## config.mk

```make
export PLATFORM = sky130hd
export DESIGN_NAME = sertx_top
export DESIGN_NICKNAME = d
export VERILOG_FILES = /design/src/rtl/sertx_pkg.sv /design/src/rtl/sertx_tick.sv /design/src/rtl/sertx_parity.sv /design/src/rtl/sertx_frame.sv /design/src/rtl/sertx_top.sv
export SDC_FILE = /design/constraint.sdc
export NUM_CORES = 1
export LEC_CHECK = 0
export CELL_PAD_IN_SITES_DETAIL_PLACEMENT = 1
export CELL_PAD_IN_SITES_GLOBAL_PLACEMENT = 2
export CORE_ASPECT_RATIO = 1.75
export CORE_MARGIN = 4
export CORE_UTILIZATION = 33
export DETAILED_ROUTE_END_ITERATION = 16
export PLACE_DENSITY = 0.85
export SLEW_MARGIN = 25
export SYNTH_ARGS = -nofsm -noshare
export SYNTH_HDL_FRONTEND = slang
export SYNTH_SLANG_ARGS = --single-unit
```

## constraint.sdc

```tcl
create_clock -name clk -period 6.55 [get_ports clk]
set_clock_uncertainty 0.05 [all_clocks]
set_input_delay 0.655 -clock clk [delete_from_list [all_inputs] [get_ports clk]]
set_output_delay 0.655 -clock clk [all_outputs]
set_load 0.02 [all_outputs]
```

## src/rtl/sertx_pkg.sv

```systemverilog
// Shared types for the serial character transmitter.
// Assumes: nothing beyond IEEE 1800-2017.
package sertx_pkg;
    typedef enum logic [2:0] {
        ST_IDLE,
        ST_START,
        ST_DATA,
        ST_PARITY,
        ST_STOP
    } tx_state_e;

    // Oversample ticks per ordinary bit time.
    localparam int OVS = 16;
endpackage

```

## src/rtl/sertx_tick.sv

```systemverilog
// Oversample tick generator: emits a one-cycle tick every LIMIT clocks,
// where LIMIT is the divisor, or 2**DIV_W when the divisor is zero.
// Assumes: clr restarts the phase so that the first tick arrives LIMIT
// cycles after the clearing edge.
module sertx_tick #(
    parameter int DIV_W = 16
) (
    input  logic             clk,
    input  logic             rst_n,
    input  logic             clr,
    input  logic [DIV_W-1:0] div,
    output logic             tick
);
    localparam int CNT_W = DIV_W + 1;

    logic [CNT_W-1:0] cnt;
    logic [CNT_W-1:0] limit;

    // Effective period: zero maps to the full range.
    always_comb begin
        limit = (div == '0) ? (CNT_W'(1) << DIV_W) : CNT_W'(div);
    end

    assign tick = (cnt >= limit - CNT_W'(1));

    // Free-running count, restarted by clr or by reaching the period.
    always_ff @(posedge clk) begin
        if (!rst_n || clr || tick) begin
            cnt <= '0;
        end else begin
            cnt <= cnt + CNT_W'(1);
        end
    end


    zero_div_gap_chk: assert property (@(posedge clk) disable iff (!rst_n)
        (div == '0 && tick && !clr) |=> !tick);


    clr_gap_chk: assert property (@(posedge clk) disable iff (!rst_n)
        (clr && limit > CNT_W'(1)) |=> !tick);
endmodule

```

## src/rtl/sertx_parity.sv

```systemverilog
// Parity bit calculator for a word of 5 to DATA_W bits.
// Assumes: DATA_W >= 5 and len_code selects 5 + len_code bits.
module sertx_parity #(
    parameter int DATA_W = 8
) (
    input  logic [DATA_W-1:0] data,
    input  logic [1:0]        len_code,
    input  logic              even,
    input  logic              stick,
    output logic              par_bit
);
    localparam int MIN_BITS = 5;

    logic [DATA_W-1:0] keep;

    genvar gi;
    generate
        for (gi = 0; gi < DATA_W; gi++) begin : g_keep
            // Bit gi takes part if it lies inside the selected word length.
            assign keep[gi] = data[gi] &
                (gi < MIN_BITS + int'(len_code));
        end
    endgenerate

    // Reduce the used bits and apply the even, odd or fixed rule.
    always_comb begin
        if (stick) begin
            par_bit = ~even;
        end else if (even) begin
            par_bit = ^keep;
        end else begin
            par_bit = ~(^keep);
        end
    end
endmodule

```

## src/rtl/sertx_frame.sv

```systemverilog
// Character sequencer: holds a latched byte and framing and steps through
// the start, data, parity and stop phases on oversample ticks.
// Assumes: start is asserted only while busy is low, and the tick phase is
// restarted on the same edge.
module sertx_frame
    import sertx_pkg::*;
#(
    parameter int DATA_W = 8
) (
    input  logic              clk,
    input  logic              rst_n,
    input  logic              tick,
    input  logic              start,
    input  logic [DATA_W-1:0] data,
    input  logic [2:0]        last_idx,
    input  logic              par_en,
    input  logic              par_bit,
    input  logic [4:0]        stop_last,
    output logic              tx_q,
    output logic              busy
);
    tx_state_e         state;
    logic [DATA_W-1:0] shreg;
    logic [2:0]        idx;
    logic [2:0]        last_idx_q;
    logic              par_en_q;
    logic              par_q;
    logic [4:0]        stop_last_q;
    logic [4:0]        sub;
    logic [4:0]        sub_last;

    assign busy = (state != ST_IDLE);

    // Last oversample index of the current phase.
    always_comb begin
        sub_last = (state == ST_STOP) ? stop_last_q : 5'(OVS - 1);
    end

    // Phase sequencing, shifting and line level.
    always_ff @(posedge clk) begin
        if (!rst_n) begin
            state       <= ST_IDLE;
            tx_q        <= 1'b1;
            shreg       <= '0;
            idx         <= '0;
            sub         <= '0;
            last_idx_q  <= '0;
            par_en_q    <= 1'b0;
            par_q       <= 1'b0;
            stop_last_q <= '0;
        end else if (state == ST_IDLE) begin
            if (start) begin
                state       <= ST_START;
                tx_q        <= 1'b0;
                shreg       <= data;
                idx         <= '0;
                sub         <= '0;
                last_idx_q  <= last_idx;
                par_en_q    <= par_en;
                par_q       <= par_bit;
                stop_last_q <= stop_last;
            end
        end else if (tick) begin
            if (sub != sub_last) begin
                sub <= sub + 5'd1;
            end else begin
                sub <= '0;
                case (state)
                    ST_START: begin
                        state <= ST_DATA;
                        tx_q  <= shreg[0];
                        shreg <= shreg >> 1;
                        idx   <= '0;
                    end
                    ST_DATA: begin
                        if (idx == last_idx_q) begin
                            state <= par_en_q ? ST_PARITY : ST_STOP;
                            tx_q  <= par_en_q ? par_q : 1'b1;
                        end else begin
                            idx   <= idx + 3'd1;
                            tx_q  <= shreg[0];
                            shreg <= shreg >> 1;
                        end
                    end
                    ST_PARITY: begin
                        state <= ST_STOP;
                        tx_q  <= 1'b1;
                    end
                    default: begin
                        state <= ST_IDLE;
                        tx_q  <= 1'b1;
                    end
                endcase
            end
        end
    end


    start_low_chk: assert property (@(posedge clk) disable iff (!rst_n)
        (state == ST_START) |-> !tx_q);


    stop_high_chk: assert property (@(posedge clk) disable iff (!rst_n)
        (state == ST_STOP) |-> tx_q);


    accept_busy_chk: assert property (@(posedge clk) disable iff (!rst_n)
        (start && !busy) |=> busy);


    idle_level_chk: assert property (@(posedge clk) disable iff (!rst_n)
        !busy |-> tx_q);


    idx_range_chk: assert property (@(posedge clk) disable iff (!rst_n)
        (state == ST_DATA) |-> (idx <= last_idx_q));


    sub_range_chk: assert property (@(posedge clk) disable iff (!rst_n)
        busy |-> (sub <= sub_last));
endmodule

```

## src/rtl/sertx_top.sv

```systemverilog
// Top of the serial character transmitter: handshake, framing decode,
// tick generator, parity and sequencer.
// Assumes: framing inputs are only needed valid on the accepting edge.
module sertx_top #(
    parameter int DATA_W = 8,
    parameter int DIV_W  = 16
) (
    input  logic              clk,
    input  logic              rst_n,
    input  logic [DATA_W-1:0] in_data,
    input  logic              in_valid,
    output logic              in_ready,
    input  logic [1:0]        cfg_wlen,
    input  logic              cfg_stop_long,
    input  logic              cfg_par_en,
    input  logic              cfg_par_even,
    input  logic              cfg_par_stick,
    input  logic              cfg_break,
    input  logic [DIV_W-1:0]  cfg_div,
    output logic              tx_out,
    output logic              tx_idle
);
    localparam int SHORT_STOP = 16;
    localparam int HALF_STOP  = 24;
    localparam int LONG_STOP  = 32;

    logic       tick;
    logic       busy;
    logic       accept;
    logic       par_bit;
    logic       tx_q;
    logic [2:0] last_idx;
    logic [4:0] stop_last;

    assign in_ready = ~busy;
    assign tx_idle  = ~busy;
    assign accept   = in_valid & ~busy;
    assign tx_out   = tx_q & ~cfg_break;

    // Decode word length and stop interval into sequencer limits.
    always_comb begin
        last_idx = 3'(4 + int'(cfg_wlen));
        if (!cfg_stop_long) begin
            stop_last = 5'(SHORT_STOP - 1);
        end else if (cfg_wlen == 2'd0) begin
            stop_last = 5'(HALF_STOP - 1);
        end else begin
            stop_last = 5'(LONG_STOP - 1);
        end
    end

    sertx_tick #(.DIV_W(DIV_W)) u_tick (
        .clk   (clk),
        .rst_n (rst_n),
        .clr   (accept),
        .div   (cfg_div),
        .tick  (tick)
    );

    sertx_parity #(.DATA_W(DATA_W)) u_par (
        .data     (in_data),
        .len_code (cfg_wlen),
        .even     (cfg_par_even),
        .stick    (cfg_par_stick),
        .par_bit  (par_bit)
    );

    sertx_frame #(.DATA_W(DATA_W)) u_frame (
        .clk       (clk),
        .rst_n     (rst_n),
        .tick      (tick),
        .start     (accept),
        .data      (in_data),
        .last_idx  (last_idx),
        .par_en    (cfg_par_en),
        .par_bit   (par_bit),
        .stop_last (stop_last),
        .tx_q      (tx_q),
        .busy      (busy)
    );


    break_low_chk: assert property (@(posedge clk) disable iff (!rst_n)
        cfg_break |-> !tx_out);


    ready_hold_chk: assert property (@(posedge clk) disable iff (!rst_n)
        (accept && !cfg_break) |=> (!in_ready && !tx_out));
endmodule

```

==> results.cfg <==
[detailed_routing]
drc_errors = 0
dr_total_vias = 2621
vias_per_cell = 5.170
drtAntennaViolNets = 0
wl_mm = 7.376
first_pass_iters = 4
wire_per_inst_um = 14.55
drt_iter0_drc = 53

[worst_setup_path]
rr_endpoint = u_tick.cnt[8]
crit_slowest_cell = a31oi_1
critPathMaxStageDelay_ns = 0.62
rrSetupSlack_ns = 3.73
crit_buf_inv = 2
cp_top_family = simple AND/OR/NAND/NOR gates
cp.arrival_ns = 5.42
startpoint_type = input port
crit_type = in2reg
cp-endpoint = u_frame.sub[4]
required_ns = 6.68
end_kind = flip-flop
crit_fanout = 10
cp_cell_sequence = clkdlybuf4s50_1 > inv_1 > ha_1 > or4b_4 > or4_4 > o31a_1 > or4_4 > nor2_1 > xnor2_1 > ha_1 > nand4_1 > nor4_1 > a31oi_1 > a31oi_1 > a21boi_0 > o21a_1
r2r_cells = 5
r2r_start = u_frame.state[1]
crit_start = cfg_div[0]
crit_cells = 16

[power_and_ir_drop]
leakage_uw = 0.001434
power_density_nw_per_um2 = 249.2
clockPowerShare = 0.315
netSwitchingPower_uw = 280.4
swShare = 0.3202
p_int_uw = 595.1
combPwrFrac = 0.313
pwr-share-seq = 0.372
ir_worst_vdd_mv = 0.1043

[floorplanning]
ios = 37
die_y_um = 131.7
die_w_um = 78.69
core_area_sq_um = 8423
fp.dieArea_sq_um = 10360
initial_utilization = 0.3425
row_count = 44

[synth]
yosysUniqueCellTypes = 52
synth-edff-count = 0
synth_ff_type = dfxtp_1
synthMuxAreaShare = 0.04510
synth_fa_ha_area_frac = 0.09107
syn_area_per_cell_sq_um = 8.015
syn-num-nets = 415
synth-warning-count = 0
ys_seq_area_frac = 0.3053
yosys.area_share.simple = 0.2975
async_flop_share = 0
synth-xor-area-share = 0.1110
synth_area_sq_um = 2885
synthCells = 360
synth-compound-area-share = 0.1171
synth_seq_cells = 44
synth_top_family_by_area = simple AND/OR/NAND/NOR gates

[grt]
grt_overflow = 0
antenna_found_initial = 0
grt_pass1_vias = 2801
grt_max_degree = 43
grt_pass1_wl_mm = 12.69
grt_use_total = 0.1513

[sta]
layout_min_cycle_time_ns = 5.289
finalCritPeriodShare = 0.8075
worstMarginPinSlew_ns = 0.7745
finalSetupTns_ns = 0
rsz0062_at_grt = false
hold_viol = 0
slew_violations = 0
slew_headroom = 0.4832
setup_viol = 0
fmax_mhz = 189.1

[clocking]
root_buffer = clkbuf_16
insertion_delay_ns = 0.29
ctsHoldBuffers = 0
numClockSinks = 44
htreeDepth = 2
cts.repair.resized = 0
tritoncts = yes
cts_setup_buffers = 0
cts_made_buffers = 5
cts_max_path_buffers = 2
clk_pin_slew_ns = 0.06

[placed_design]
numPortBuffers = 36
placedCellCount = 501
place_hpwl_mm = 5.904
routabilityCongestion = 0.7418

[final_layout]
drive_gt1_frac = 0.04082
area_delta_synth_final_pct = 21.77
layoutNonFillerInstCount = 507
diodes = 0
nets = 448

[worst_hold_path]
hp-class = reg2reg
hp-start = u_frame.shreg[1]

[status]
outcome = finished clean

[run]
cap_violations = 0
cell families (layout without fill, tap and decap cells):
kind of cell,after synthesis,after routing
adders and majority gates,21,21
other,1,1
DFF,44,44
AOI/OAI and AO/OA,50,50
muxes,13,13
and+or+nand+nor,173,173
xor gates and xnor gates,35,35
buffers and inverters,23,55
how the worst min path moves through the flow:
stage	to	slack (ns)	depth (start not counted)
after floorplan	u_tick.cnt[0]	0.39	1
after global routing	u_frame.shreg[3]	0.44	2
after detailed placement	u_frame.shreg[3]	0.41	2
after global placement	u_frame.shreg[3]	0.40	2
after CTS	u_frame.shreg[3]	0.42	2
final	u_frame.shreg[1]	0.41	2
power by group through the flow:
stage | Sequential (uW) | Clock [uW] | Combinational [uW]
3_3_place_gp | 330 | 0 | 273
5_1_grt | 330 | 294 | 307
4_1_cts | 326 | 285 | 282
2_1_floorplan | 319 | 0 | 195
6_report | 325 | 276 | 274
3_5_place_dp | 331 | 0 | 281
area by class of cell:
class / instances / area [sq um]
Clock inverter: 1 / 30.03
Fill cell: 1040 / 4910
Inverter: 10 / 37.54
Clock buffer: 5 / 125.1
Multi-Input combinational cell: 293 / 1913
Tap cell: 115 / 143.9
Sequential cell: 44 / 880.8
Timing Repair Buffer: 39 / 382.9
metrics by stage:
| stage | setup slack (ns) | utilization | hold WS, ns | power (uW) | cell area (sq um) |
|---|---|---|---|---|---|
| after global placement | 1.141 | 0.3987 | 0.3970 | 603.3 | 3358 |
| after detailed placement | 0.9469 | 0.3987 | 0.4092 | 611.8 | 3358 |
| after floorplan | 1.768 | - | 0.3871 | 513.8 | 2885 |
| after CTS | 1.260 | 0.4171 | 0.4179 | 892.8 | 3513 |
| after global routing | 1.011 | 0.4171 | 0.4437 | 931.2 | 3513 |
| final | 1.261 | 0.4171 | 0.4111 | 875.5 | 3513 |
cells in the mapped netlist (2+ instances only):
cell	n	area (sq um)
nand3b_1	3	22.52
nor4_1	5	31.28
nand2b_1	6	37.54
o21a_1	3	22.52
xor2_1	13	113.9
or4_4	2	22.52
or3_1	4	25.02
nand4_1	9	56.30
xnor2_1	21	183.9
nand2_1	67	251.5
a21boi_0	8	60.06
dfxtp_1	44	880.8
nor2b_1	8	50.05
a21oi_1	9	45.04
ha_1	21	262.8
a31oi_1	2	12.51
o211ai_1	2	15.01
clkbuf_1	11	41.29
nor3_1	5	25.02
nand3_1	12	60.06
nor2_1	34	127.6
inv_1	10	37.54
o21ai_0	13	65.06
and3_1	5	31.28
a211oi_1	2	15.01
or4_1	2	15.01
and4b_1	2	20.02
mux2i_1	13	130.1
layer usage:
| layer | up-vias | GRT usage | part of all wire |
|---|---|---|---|
| met3 | 10 | 0.02397 | 0.029 |
| met1 | 1260 | 0.1478 | 0.38 |
| li1 | 1314 | - | - |
| met4 | 0 | 0.04377 | 0.015 |
| met5 | - | 0 | 0 |
| met2 | 37 | 0.3098 | 0.57 |
cell usage in the layout (no fill, tap or decap), types with 5 or more instances in the layout:
cell             Yosys  routed
a21boi_0             8       8
mux2i_1             13      13
nand3_1             12      12
nor3_1               5       5
nand2b_1             6       6
a21oi_1              9       9
nor2b_1              8       8
inv_1               10      10
dfxtp_1             44      44
nand2_1             67      67
xnor2_1             21      21
ha_1                21      21
xor2_1              13      13
clkdlybuf4s50_1      0      36
nor2_1              34      34
clkbuf_16            0       5
nor4_1               5       5
and3_1               5       5
o21ai_0             13      13
nand4_1              9       9
flip-flops by register name, indices dropped and copies added, names as in the netlist, 2 cells and up:
signal	cells
u_frame.shreg	8
u_tick.cnt	17
u_frame.stop_last_q	3
u_frame.idx	3
u_frame.state	3
u_frame.last_idx_q	2
u_frame.sub	5
worst register-to-register path: stages, from the launching register on:
cell and delay (ns):
dfxtp_1 0.56, or3_1 0.46, inv_1 0.31, nand2_1 0.36, nand4_1 0.66, a21oi_1 0.34
No activity file was read; power rests on OpenSTA's default activity.
